[config.mk]
export PLATFORM = sky130hd
export DESIGN_NAME = sb_status_unit
export DESIGN_NICKNAME = d
export VERILOG_FILES = /design/src/rtl/sb_pkg.sv /design/src/rtl/sb_stat_capture.sv /design/src/rtl/sb_enable_reg.sv /design/src/rtl/sb_srq_engine.sv /design/src/rtl/sb_status_unit.sv
export SDC_FILE = /design/constraint.sdc
export NUM_CORES = 1
export LEC_CHECK = 0
export BUFFER_PORTS_ARGS = -buffer_cell sky130_fd_sc_hd__buf_4
export CAP_MARGIN = 30
export CORE_MARGIN = 5
export CORE_UTILIZATION = 45
export CTS_BUF_LIST = sky130_fd_sc_hd__clkbuf_16
export DETAILED_ROUTE_END_ITERATION = 12
export MAX_ROUTING_LAYER = met4
export PLACE_DENSITY = 0.76
export SETUP_SLACK_MARGIN = 0.1
export SLEW_MARGIN = 25
export SYNTH_ARGS = -nofsm -noshare
export SYNTH_HDL_FRONTEND = slang
export SYNTH_SLANG_ARGS = --single-unit
export TNS_END_PERCENT = 1
[constraint.sdc]
create_clock -name clk -period 1.66 [get_ports clk]
set_input_delay 0.249 -clock clk [delete_from_list [all_inputs] [get_ports clk]]
set_output_delay 0.249 -clock clk [all_outputs]
set_load 0.02 [all_outputs]
[src/rtl/sb_pkg.sv]
package sb_pkg;
    localparam int STB_W    = 8;
    localparam int OPER_BIT = 7;
    localparam int MSS_BIT  = 6;
    localparam int EVT_BIT  = 5;
    localparam int MAV_BIT  = 4;
    localparam int SPARE_W  = 4;

    localparam logic [STB_W-1:0] NO_MSS  = ~(STB_W'(1) << MSS_BIT);
    localparam logic [STB_W-1:0] MSS_ONE = STB_W'(1) << MSS_BIT;

    localparam logic ADDR_STB = 1'b0;
    localparam logic ADDR_SRE = 1'b1;

    typedef enum logic [0:0] {
        SRQ_QUIET   = 1'b0,
        SRQ_REQUEST = 1'b1
    } srq_state_e;
endpackage

[src/rtl/sb_stat_capture.sv]
module sb_stat_capture
    import sb_pkg::*;
(
    input  logic               clk,
    input  logic               rst_n,
    input  logic               oper_sum_i,
    input  logic               evt_sum_i,
    input  logic               mav_i,
    input  logic [SPARE_W-1:0] spare_i,
    output logic [STB_W-1:0]   stat_q
);
    logic [STB_W-1:0] cap_d;

    // Spare lines fill the low bits one for one.
    for (genvar g = 0; g < SPARE_W; g++) begin : g_spare
        assign cap_d[g] = spare_i[g];
    end

    assign cap_d[MAV_BIT]  = mav_i;
    assign cap_d[EVT_BIT]  = evt_sum_i;
    assign cap_d[MSS_BIT]  = 1'b0;   // computed elsewhere, never captured
    assign cap_d[OPER_BIT] = oper_sum_i;

    always_ff @(posedge clk) begin
        if (!rst_n) stat_q <= '0;
        else        stat_q <= cap_d;
    end
endmodule

[src/rtl/sb_enable_reg.sv]
module sb_enable_reg
    import sb_pkg::*;
(
    input  logic             clk,
    input  logic             rst_n,
    input  logic             wr_i,
    input  logic             addr_i,
    input  logic [STB_W-1:0] wdata_i,
    output logic [STB_W-1:0] mask_q
);
    logic load;
    assign load = wr_i && (addr_i == ADDR_SRE);

    always_ff @(posedge clk) begin
        if (!rst_n)    mask_q <= '0;
        else if (load) mask_q <= wdata_i & NO_MSS;
    end
endmodule

[src/rtl/sb_srq_engine.sv]
module sb_srq_engine
    import sb_pkg::*;
(
    input  logic             clk,
    input  logic             rst_n,
    input  logic [STB_W-1:0] stat_q,
    input  logic [STB_W-1:0] mask_q,
    output logic             mss_o,
    output logic             srq_pulse_o,
    output logic             srq_level_o
);
    srq_state_e       state_q, state_d;
    logic [STB_W-1:0] prev_q;
    logic [STB_W-1:0] rise;

    assign rise  = stat_q & ~prev_q & mask_q & NO_MSS;
    assign mss_o = |(stat_q & mask_q & NO_MSS);

    // State register and previous-sample register.
    always_ff @(posedge clk) begin
        if (!rst_n) begin
            state_q <= SRQ_QUIET;
            prev_q  <= '0;
        end else begin
            state_q <= state_d;
            prev_q  <= stat_q;
        end
    end

    // Transitions: QUIET->REQUEST on a qualifying edge, REQUEST->QUIET when summary clears.
    always_comb begin
        state_d = state_q;
        unique case (state_q)
            SRQ_QUIET:   if (|rise)  state_d = SRQ_REQUEST;
            SRQ_REQUEST: if (!mss_o) state_d = SRQ_QUIET;
            default:     state_d = SRQ_QUIET;
        endcase
    end

    // Outputs.
    always_comb begin
        srq_pulse_o = |rise;
        srq_level_o = srq_pulse_o;
        unique case (state_q)
            SRQ_QUIET:   srq_level_o = srq_pulse_o;
            SRQ_REQUEST: srq_level_o = srq_pulse_o | mss_o;
            default:     srq_level_o = 1'b0;
        endcase
    end
endmodule

[src/rtl/sb_status_unit.sv]
module sb_status_unit
    import sb_pkg::*;
(
    input  logic               clk,
    input  logic               rst_n,
    input  logic               oper_sum_i,
    input  logic               evt_sum_i,
    input  logic               mav_i,
    input  logic [SPARE_W-1:0] spare_i,
    input  logic               host_wr_i,
    input  logic               host_addr_i,
    input  logic [STB_W-1:0]   host_wdata_i,
    output logic [STB_W-1:0]   host_rdata_o,
    output logic [STB_W-1:0]   poll_byte_o,
    output logic               srq_pulse_o,
    output logic               srq_level_o
);
    logic [STB_W-1:0] stat_q;
    logic [STB_W-1:0] mask_q;
    logic             mss;

    sb_stat_capture u_cap (
        .clk        (clk),
        .rst_n      (rst_n),
        .oper_sum_i (oper_sum_i),
        .evt_sum_i  (evt_sum_i),
        .mav_i      (mav_i),
        .spare_i    (spare_i),
        .stat_q     (stat_q)
    );

    sb_enable_reg u_sre (
        .clk     (clk),
        .rst_n   (rst_n),
        .wr_i    (host_wr_i),
        .addr_i  (host_addr_i),
        .wdata_i (host_wdata_i),
        .mask_q  (mask_q)
    );

    sb_srq_engine u_srq (
        .clk         (clk),
        .rst_n       (rst_n),
        .stat_q      (stat_q),
        .mask_q      (mask_q),
        .mss_o       (mss),
        .srq_pulse_o (srq_pulse_o),
        .srq_level_o (srq_level_o)
    );

    assign poll_byte_o  = (stat_q & NO_MSS) | (mss ? MSS_ONE : '0);
    assign host_rdata_o = (host_addr_i == ADDR_SRE) ? mask_q : poll_byte_o;
endmodule

### Word-level counts from Yosys, hierarchy flattened

Index checks and enable logic that the tools add are counted.

* output and inout port bits: 18
* input bits: 19
* flip-flop bits (word level): 24

* bitwise operators: 7
* reduce and logical (&&, ||, !) cells: 3
* mux-type cells: 6

Operators with widths (count)
* AND 8 bit: 3
* OR reduction 7 bit: 2
* 2-to-1 mux 8 bit: 1
* NOT 8 bit: 1
* OR 8 x 7 -> 8 bit: 1
* 2-to-1 mux 7 bit: 1
* case mux 1 bit (2 select lines): 2
* 2-to-1 mux 1 bit: 2
* logical AND 1 bit: 1
* NOT 1 bit: 1
* OR 1 bit: 1

### Depth between registers and ports, before layout

Gate-level depths: netlist of run 1.

* word-level depth: 6
* gate-level depth with buffers: 4
* gate-level depth less buffers: 3

### Cells and area by module

A second synthesis of run 1 with hierarchy kept.

* cell total of the unflattened synthesis: 93
* area, all modules: 987.2 um2

By module, submodules not included
* sb_srq_engine: cells each 33, sequential area each 160.2 um2, instances 1, area each 335.3 um2
* sb_enable_reg: cells each 34, sequential area each 140.1 um2, instances 1, area each 317.8 um2
* sb_stat_capture: cells each 16, sequential area each 140.1 um2, instances 1, area each 195.2 um2
* sb_status_unit: cells each 10, sequential area each 0.0 um2, instances 1, area each 138.9 um2

### Least setup slack after synthesis of run 1

No wires, ideal clock.

* path kind: register to output
* start point: register u_cap.stat_q[4]
* end point: output srq_level_o
* arrival: 1.213 ns
* stages on the path, launching flop included: 4
* path slack: 0.198 ns
* path through: dfxtp_1 -> a222oi_1 -> and4_1 -> a21oi_1

* longest elaborated chain between the ends: 5

Ends and longest elaborated chain
* start: declaration: line sb_stat_capture.sv:10 `output logic [STB_W-1:0] stat_q`
* start signal: assignment: line sb_stat_capture.sv:26 `else stat_q <= cap_d;`
* AND 8 bit (2 in series): line sb_srq_engine.sv:16 `assign rise = stat_q & ~prev_q & mask_q & NO_MSS;`
* OR reduction 7 bit: line sb_srq_engine.sv:42 `srq_pulse_o = |rise;`
* OR 1 bit: line sb_srq_engine.sv:46 `SRQ_REQUEST: srq_level_o = srq_pulse_o | mss_o;`
* case mux 1 bit (2 select lines) *: line sb_srq_engine.sv:44 `unique case (state_q)`
* end: declaration: line sb_status_unit.sv:16 `output logic srq_level_o`

Mark *: on every way between the ends. The rest lies on a longest branch, timed or not.

### Final worst setup path of run 1

* start point: register u_cap.stat_q[1]
* end point: output srq_level_o

The elaborated chain is that of the path after synthesis.

==> impl_metrics.yaml, run 1 <==
timing:
  rsz0062_at_grt: "true"
  period_needed_ns: 1.712
  hold-worst-slack_ns: 0.1989
  final.setup_skew_ns: 0.001945
  final_setup_violation_count: 3
  timing.final.hold_violations: 0
  maxClockFrequency_ghz: 0.5840
  final_min_period_over_clock_period_pct: 103.2
  worst_setup_slack_final_ns: -0.05232
  setup_tns_ns: -0.07056
  max-slew-margin-rel_pct: 80.40
  tightest_slew_ns: 0.2939
  timing.final.max_slew_violations: 0
clocking:
  cts-buffers-inserted: 3
  clock_latency_ns: 0.25
  htreeDepth: 1
  cts_root_buffer_type: "sky130_fd_sc_hd__clkbuf_16"
  clkSlewWorstSetupHoldPaths_ns: 0.06
  cts_buffer_depth: 2
  cts_num_sinks: 22
  cts_tree: "done"
hold_path:
  whs_path_depth: 2
  min-delay-start: "oper_sum_i"
  min_to: "u_cap.stat_q[7]"
  hold_path.class: "primary input to register"
grt:
  grt_util_met2_pct: 28.63
  grt.met3_usage_pct: 7.202
  grt_pass1_vias: 836
  grt_start_max_net_pins: 17
  globalRoute.totalOverflow: 0
  grtUsageTotal_pct: 17.22
  grt_first_pass_wirelength_mm: 3.456
  grt_util_met1_pct: 17.57
  top_usage_layer: "met2"
  antenna_found_initial: 0
synthesis:
  synth-edff-count: 0
  synth_top_cells_by_area: "sky130_fd_sc_hd__dfxtp_1, sky130_fd_sc_hd__and2_1, sky130_fd_sc_hd__mux2_2, sky130_fd_sc_hd__a21oi_1, sky130_fd_sc_hd__nand3_1"
  synth.distinct_cells: 19
  synth.avg_cell_area_sq_um: 9.718
  synthDominantCellAreaShare_pct: 50.36
  post_synth_most_frequent_cells: "sky130_fd_sc_hd__dfxtp_1, sky130_fd_sc_hd__and2_1, sky130_fd_sc_hd__nand2_1"
  synth_most_common_cell: "sky130_fd_sc_hd__dfxtp_1"
  part_of_the_yosys_area_used_for_sequential_elements_pct: 50.36
  netlist_area_sq_um: 874.6
  synth.largest_area_cell: "sky130_fd_sc_hd__dfxtp_1"
  synth_cells: 90
  ys.warnings.count: 0
  synth-seq-cells: 22
  ys.flop_type: "sky130_fd_sc_hd__dfxtp_1"
  synth_nets: 109
  postSynth.asyncResetShare_pct: 0
layout:
  antenna_cells: 0
  drive_above_1_share_pct: 45.74
  final_net_count: 149
  areaGrowthSynthToFinish_pct: 49.21
  final-instance-count-excl-fill: 156
detailed_routing:
  drt_first_pass_iters: 4
  avgViaCountPerCell: 5.128
  detail-route-antenna-nets: 0
  detail_route.wirelength_mm: 2.143
  wl_per_cell_um: 13.74
  detailroute.via_count: 800
  drc_markers: 0
  detail_route.iter0.violations: 10
power:
  clkPwrFrac_pct: 45.8
  power.sequential.fraction_pct: 39.9
  total_leakage_power_nw: 0.5718
  vdd.ir_drop.worst_mv: 1.059
  powerDensity_mw_per_mm2: 1110
  power_frac_comb_pct: 14.3
  power.internal_mw: 1.144
  power_switching_uw: 305.1
  p_sw_share_pct: 21.06
worst_setup_path:
  crit_required_ns: 1.41
  critPathLaunchType: "register"
  critical_path.cell_chain: "a222oi_1, buf_4, and4_4, a21oi_2, buf_4"
  timing.reg2reg.worst_path_depth: 5
  critical_path_slowest_stage_cell: "sky130_fd_sc_hd__dfxtp_2"
  timing.rr.end: "u_srq.state_q"
  cp_slowest_stage_delay_ns: 0.34
  ff2ff_setup_slack_ns: 0.37
  worstSetupPathType: "register to output port"
  worstPathArrival_ns: 1.46
  cp_common_cell: "sky130_fd_sc_hd__buf_4"
  cp-end-kind: "output port"
  cp_max_fo: 5
  r2r-start: "u_cap.stat_q[1]"
placement:
  placed_cells_incl_taps: 148
  place_hpwl_mm: 1.540
  gp_routability_congestion: 0.7761
  io_buffer_count: 35
die:
  die_height_um: 54.09
  core_area_sq_mm: 0.001902
  die_area_sq_mm: 0.002925
  top_level_ports: 37
  row_count: 16
  initial_core_util_pct: 45.99
  die_w_um: 54.09
job:
  max_cap_viol_count: 0
run_status:
  violations: "negative setup slack"
  status: "finished, violations left"
## registers in the layout, summed over array words and instances, names as in the netlist
name           cells
u_srq.state_q      1
u_cap.stat_q       7
u_srq.prev_q       7
u_sre.mask_q       7
## timing repair
action	CTS	global route
pin swaps	3	1
buffers inserted	4	0
setup endpoints to repair	3	4
hold buffers	0	0
gates resized for setup	6	2
## through the flow
stage	power, mW	setup slack [ns]	area, sq um	util [%]
after floorplan	0.6900	0.1985	874.6	-
after global placement	0.7743	0.1760	1154	60.66
after detailed placement	0.7795	0.1089	1154	60.66
after CTS	1.458	-0.04390	1301	68.42
after global routing	1.497	-0.1312	1305	68.62
final	1.449	-0.05232	1305	68.62
## worst max-delay path by stage
stage	startpoint	end	slack (ns)
detailed placement	u_cap.stat_q[4]	srq_level_o	0.11
global route	u_cap.stat_q[1]	srq_level_o	-0.13
global placement	u_cap.stat_q[4]	srq_level_o	0.18
CTS	u_sre.mask_q[4]	srq_level_o	-0.04
floorplan	u_cap.stat_q[4]	srq_level_o	0.20
finish	u_cap.stat_q[1]	srq_level_o	-0.05
## critical path: cells and delay by family (launching register included)
kind / cells / cell delay [ns]
simple gates: 1 / 0.21
buf+inv: 2 / 0.32
compound gates: 2 / 0.34
flops: 1 / 0.34
## layer usage
layer	part of all wire (%)	routed length [um]
met4	2.5	53
met3	7.1	153
met1	41	874
met5	0	0
met2	50	1062
## cell families after synthesis
group / after synthesis / synth area share [%]
flip-flops: 22 / 50.36
AO/OA/AOI/OAI: 16 / 12.59
AND/OR/NAND/NOR: 38 / 24.32
multiplexers: 7 / 9.013
buffers and inverters: 7 / 3.721
## placed cells by master (no fill, tap or decap)
cell / instances
sky130_fd_sc_hd__a22oi_1: 2
sky130_fd_sc_hd__o2111a_2: 1
sky130_fd_sc_hd__o2111a_1: 1
sky130_fd_sc_hd__clkbuf_16: 3
sky130_fd_sc_hd__a21oi_1: 7
sky130_fd_sc_hd__buf_4: 39
sky130_fd_sc_hd__and4_4: 1
sky130_fd_sc_hd__nand3b_1: 5
sky130_fd_sc_hd__and2_1: 13
sky130_fd_sc_hd__bufinv_16: 1
sky130_fd_sc_hd__dfxtp_2: 4
sky130_fd_sc_hd__o2111ai_1: 1
sky130_fd_sc_hd__buf_6: 1
sky130_fd_sc_hd__inv_1: 2
sky130_fd_sc_hd__and2_2: 1
sky130_fd_sc_hd__a222oi_1: 1
sky130_fd_sc_hd__nand3_1: 8
sky130_fd_sc_hd__mux2_2: 7
sky130_fd_sc_hd__a211oi_1: 1
sky130_fd_sc_hd__nand2_1: 10
sky130_fd_sc_hd__a31oi_1: 1
sky130_fd_sc_hd__a21oi_2: 1
sky130_fd_sc_hd__dfxtp_1: 18
## power by group through the flow
| stage | Combinational [mW] | Sequential, mW | Clock (mW) |
|---|---|---|---|
| 2_1_floorplan | 0.0976 | 0.592 | 0 |
| 3_3_place_gp | 0.187 | 0.587 | 0 |
| 3_5_place_dp | 0.191 | 0.588 | 0 |
| 4_1_cts | 0.206 | 0.576 | 0.675 |
| 5_1_grt | 0.223 | 0.582 | 0.692 |
| 6_report | 0.207 | 0.578 | 0.664 |
## cell type report
cell class / count / area [sq um]
fillers: 154 / 596.8
flip-flops and latches: 22 / 445.4
multi-input cells: 61 / 409.1
repair buffers: 40 / 304.0
clock buffers: 3 / 75.07
well taps: 27 / 33.78
clock inverters: 1 / 30.03
inverters: 2 / 7.507
No activity file was read; power rests on OpenSTA's default activity.
==> run 2: changes to the inputs <==
--- a/config.mk
+++ b/config.mk
@@ -5,14 +5,15 @@
 export SDC_FILE = /design/constraint.sdc
 export NUM_CORES = 1
 export LEC_CHECK = 0
+export ABC_AREA = 1
 export BUFFER_PORTS_ARGS = -buffer_cell sky130_fd_sc_hd__buf_4
 export CAP_MARGIN = 30
 export CORE_MARGIN = 5
-export CORE_UTILIZATION = 45
+export CORE_UTILIZATION = 46
 export CTS_BUF_LIST = sky130_fd_sc_hd__clkbuf_16
 export DETAILED_ROUTE_END_ITERATION = 12
 export MAX_ROUTING_LAYER = met4
-export PLACE_DENSITY = 0.76
+export PLACE_DENSITY = 0.77
 export SETUP_SLACK_MARGIN = 0.1
 export SLEW_MARGIN = 25
 export SYNTH_ARGS = -nofsm -noshare
==> impl_metrics.yaml, run 2 <==
clocking:
  htreeDepth: 1
  cts_root_buffer_type: "sky130_fd_sc_hd__clkbuf_16"
  cts_buffer_depth: 2
  cts-buffers-inserted: 3
  cts_tree: "done"
  clock_latency_ns: 0.25
  hold_buffers: 0
  clkSlewWorstSetupHoldPaths_ns: 0.06
  cts_num_sinks: 22
die:
  die_height_um: 54.38
  die_w_um: 54.38
  core_area_sq_mm: 0.001922
  die_area_sq_mm: 0.002957
  top_level_ports: 37
  row_count: 16
  initial_core_util_pct: 47.14
timing:
  period_needed_ns: 1.519
  tightest_slew_ns: 0.2022
  timing.final.hold_violations: 0
  final_setup_violation_count: 0
  rsz0062_at_grt: "true"
  final_min_period_over_clock_period_pct: 91.50
  maxClockFrequency_ghz: 0.6583
  max-slew-margin-rel_pct: 86.52
  final.setup_skew_ns: 0.004550
  setup_tns_ns: 0
  timing.final.max_slew_violations: 0
synthesis:
  synth.largest_area_cell: "sky130_fd_sc_hd__dfxtp_1"
  ys.warnings.count: 0
  postSynth.asyncResetShare_pct: 0
  synth_cells: 120
  netlist_area_sq_um: 905.9
  synth_nets: 139
  synth-edff-count: 0
  synth.distinct_cells: 16
  synth-seq-cells: 22
  ys.flop_type: "sky130_fd_sc_hd__dfxtp_1"
  post_synth_most_frequent_cells: "sky130_fd_sc_hd__nand2_1, sky130_fd_sc_hd__dfxtp_1, sky130_fd_sc_hd__nor2_1"
  part_of_the_yosys_area_used_for_sequential_elements_pct: 48.62
  synthDominantCellAreaShare_pct: 48.62
  synth_most_common_cell: "sky130_fd_sc_hd__nand2_1"
  synth_top_cells_by_area: "sky130_fd_sc_hd__dfxtp_1, sky130_fd_sc_hd__nand2_1, sky130_fd_sc_hd__nor2_1, sky130_fd_sc_hd__inv_1, sky130_fd_sc_hd__mux2_2"
  synth.avg_cell_area_sq_um: 7.549
layout:
  final_net_count: 177
  layout.cells.most_common_list: "sky130_fd_sc_hd__buf_4, sky130_fd_sc_hd__nand2_1, sky130_fd_sc_hd__nor2_1, sky130_fd_sc_hd__inv_1, sky130_fd_sc_hd__dfxtp_1"
  antenna_cells: 0
  final-instance-count-excl-fill: 184
  areaGrowthSynthToFinish_pct: 42.54
  drive_above_1_share_pct: 40.13
  top_regs: "u_cap.stat_q (7), u_sre.mask_q (7), u_srq.prev_q (7)"
  most_frequent_standard_cell_in_the_layout_excluding_fill_and_tap_cells: "sky130_fd_sc_hd__buf_4"
grt:
  grt_start_max_net_pins: 23
  grtUsageTotal_pct: 15.20
  antenna_found_initial: 0
  globalRoute.totalOverflow: 0
  grt_pass1_vias: 759
  grt_first_pass_wirelength_mm: 3.160
worst_setup_path:
  cp_slowest_stage_delay_ns: 0.33
  critical_path.cell_chain: "nand2_2, nor2_1, nor2_1, nand2_1, nor2_2, nand2_1, buf_6"
  crit_required_ns: 1.41
  timing.rr.end: "u_srq.state_q"
  worstSetupPathType: "register to output port"
  critPathLaunchType: "register"
  worstPathArrival_ns: 1.27
  cp_max_fo: 4
  timing.reg2reg.worst_path_depth: 6
  r2r-start: "u_cap.stat_q[5]"
  cp-end-kind: "output port"
  critical_path_slowest_stage_cell: "sky130_fd_sc_hd__dfxtp_2"
  ff2ff_setup_slack_ns: 0.68
  cp.buffers_inverters: 1
  cpLargestDelayFamily: "simple AND/OR/NAND/NOR gates"
placement:
  io_buffer_count: 35
  placed_cells_incl_taps: 178
  gp_routability_congestion: 0.7211
  place_hpwl_mm: 1.463
power:
  overall_power_mw: 1.307
  total_leakage_power_nw: 0.7371
  powerDensity_mw_per_mm2: 1012
  vdd.ir_drop.worst_mv: 0.7154
detailed_routing:
  detailroute.via_count: 821
  detail_route.wirelength_mm: 2.010
  drc_markers: 0
  avgViaCountPerCell: 4.462
  drt_first_pass_iters: 2
  detail-route-antenna-nets: 0
  wl_per_cell_um: 10.92
  detail_route.iter0.violations: 4
job:
  max_cap_viol_count: 0
hold_path:
  hold_path.class: "primary input to register"
  min_to: "u_cap.stat_q[7]"
  min-delay-start: "oper_sum_i"
  whs_path_depth: 3
run_status:
  status: "complete, no violations"
## run 2: cell count changes in the layout (fill, tap and decap cells not counted), moves of 2 or more
| cell | change |
|---|---|
| sky130_fd_sc_hd__buf_4 | -3 |
| sky130_fd_sc_hd__and2_1 | -13 |
| sky130_fd_sc_hd__nand2_1 | +15 |
| sky130_fd_sc_hd__a22oi_1 | -2 |
| sky130_fd_sc_hd__nor2_2 | +3 |
| sky130_fd_sc_hd__nand2_2 | +6 |
| sky130_fd_sc_hd__nand3_1 | -7 |
| sky130_fd_sc_hd__o21ai_0 | +8 |
| sky130_fd_sc_hd__nor2_1 | +21 |
| sky130_fd_sc_hd__a21oi_1 | -6 |
| sky130_fd_sc_hd__inv_1 | +17 |
| sky130_fd_sc_hd__nand3b_1 | -4 |
## run 2: worst max path at each step
stage                     from              end  slack (ns)  cells after the start
2_1_floorplan  u_cap.stat_q[5]  host_rdata_o[6]        0.37                      4
3_3_place_gp   u_cap.stat_q[7]      srq_level_o        0.43                      7
3_5_place_dp   u_cap.stat_q[7]      srq_level_o        0.41                      7
4_1_cts        u_cap.stat_q[5]      srq_level_o        0.11                      7
5_1_grt        u_cap.stat_q[4]      srq_level_o        0.06                      7
6_report       u_cap.stat_q[5]      srq_level_o        0.14                      7
## run 2: through the flow
step / hold WS, ns / cell area, sq um / utilization [%] / setup WS [ns]
after global placement: 0.4290 / 1177 / 61.26 / 0.4281
after CTS: 0.1748 / 1256 / 65.36 / 0.1141
after detailed placement: 0.4356 / 1177 / 61.26 / 0.4144
final: 0.1746 / 1291 / 67.19 / 0.1410
after floorplan: 0.3466 / 905.9 / - / 0.3739
after global routing: 0.1793 / 1291 / 67.19 / 0.05691
## run 2: routing by layer
metal	part of all wire, %	up-vias	GRT usage [%]
met3	4.1	2	1.635
met1	42	370	18.00
met5	0	-	-
met4	1.2	0	7.469
met2	52	19	25.50
li1	-	430	-
## run 2: timing repair
item                                    4_1_cts  5_1_grt
endpoints found under the setup margin        0        2
hold endpoints to repair                      0        0
gates resized for setup                       0       10
setup buffers                                 0        2
## run 2: power breakdown
group	leakage (nW)	switching (mW)	internal, mW
clock network	0.0385	0.178	0.321
registers	0.183	0.0224	0.560
logic	0.515	0.118	0.108
total	0.737	0.318	0.989
## run 2: worst register-to-register path, delay by kind of cell (launching register included)
kind	cells	cell delay (ns)
AOI/OAI and AO/OA	1	0.07
DFF	1	0.33
and+or+nand+nor	5	0.47
## run 2: kinds of logic (layout without fill, tap and decap cells)
| logic type | after synthesis | in the layout | share of synthesized area [%] |
|---|---|---|---|
| AND/OR/NAND/NOR | 58 | 58 | 26.80 |
| AO/OA/AOI/OAI | 10 | 10 | 5.939 |
| multiplexers | 6 | 6 | 7.458 |
| buffers and inverters | 24 | 61 | 11.19 |
| flip-flops | 22 | 22 | 48.62 |
## run 2: area by class of cell
class	count	area [sq um]
clock inverters	1	3.754
multi-input cells	74	374.1
inverters	20	76.32
repair buffers	37	281.5
flip-flops and latches	22	446.7
fillers	166	630.6
well taps	27	33.78
clock buffers	3	75.07
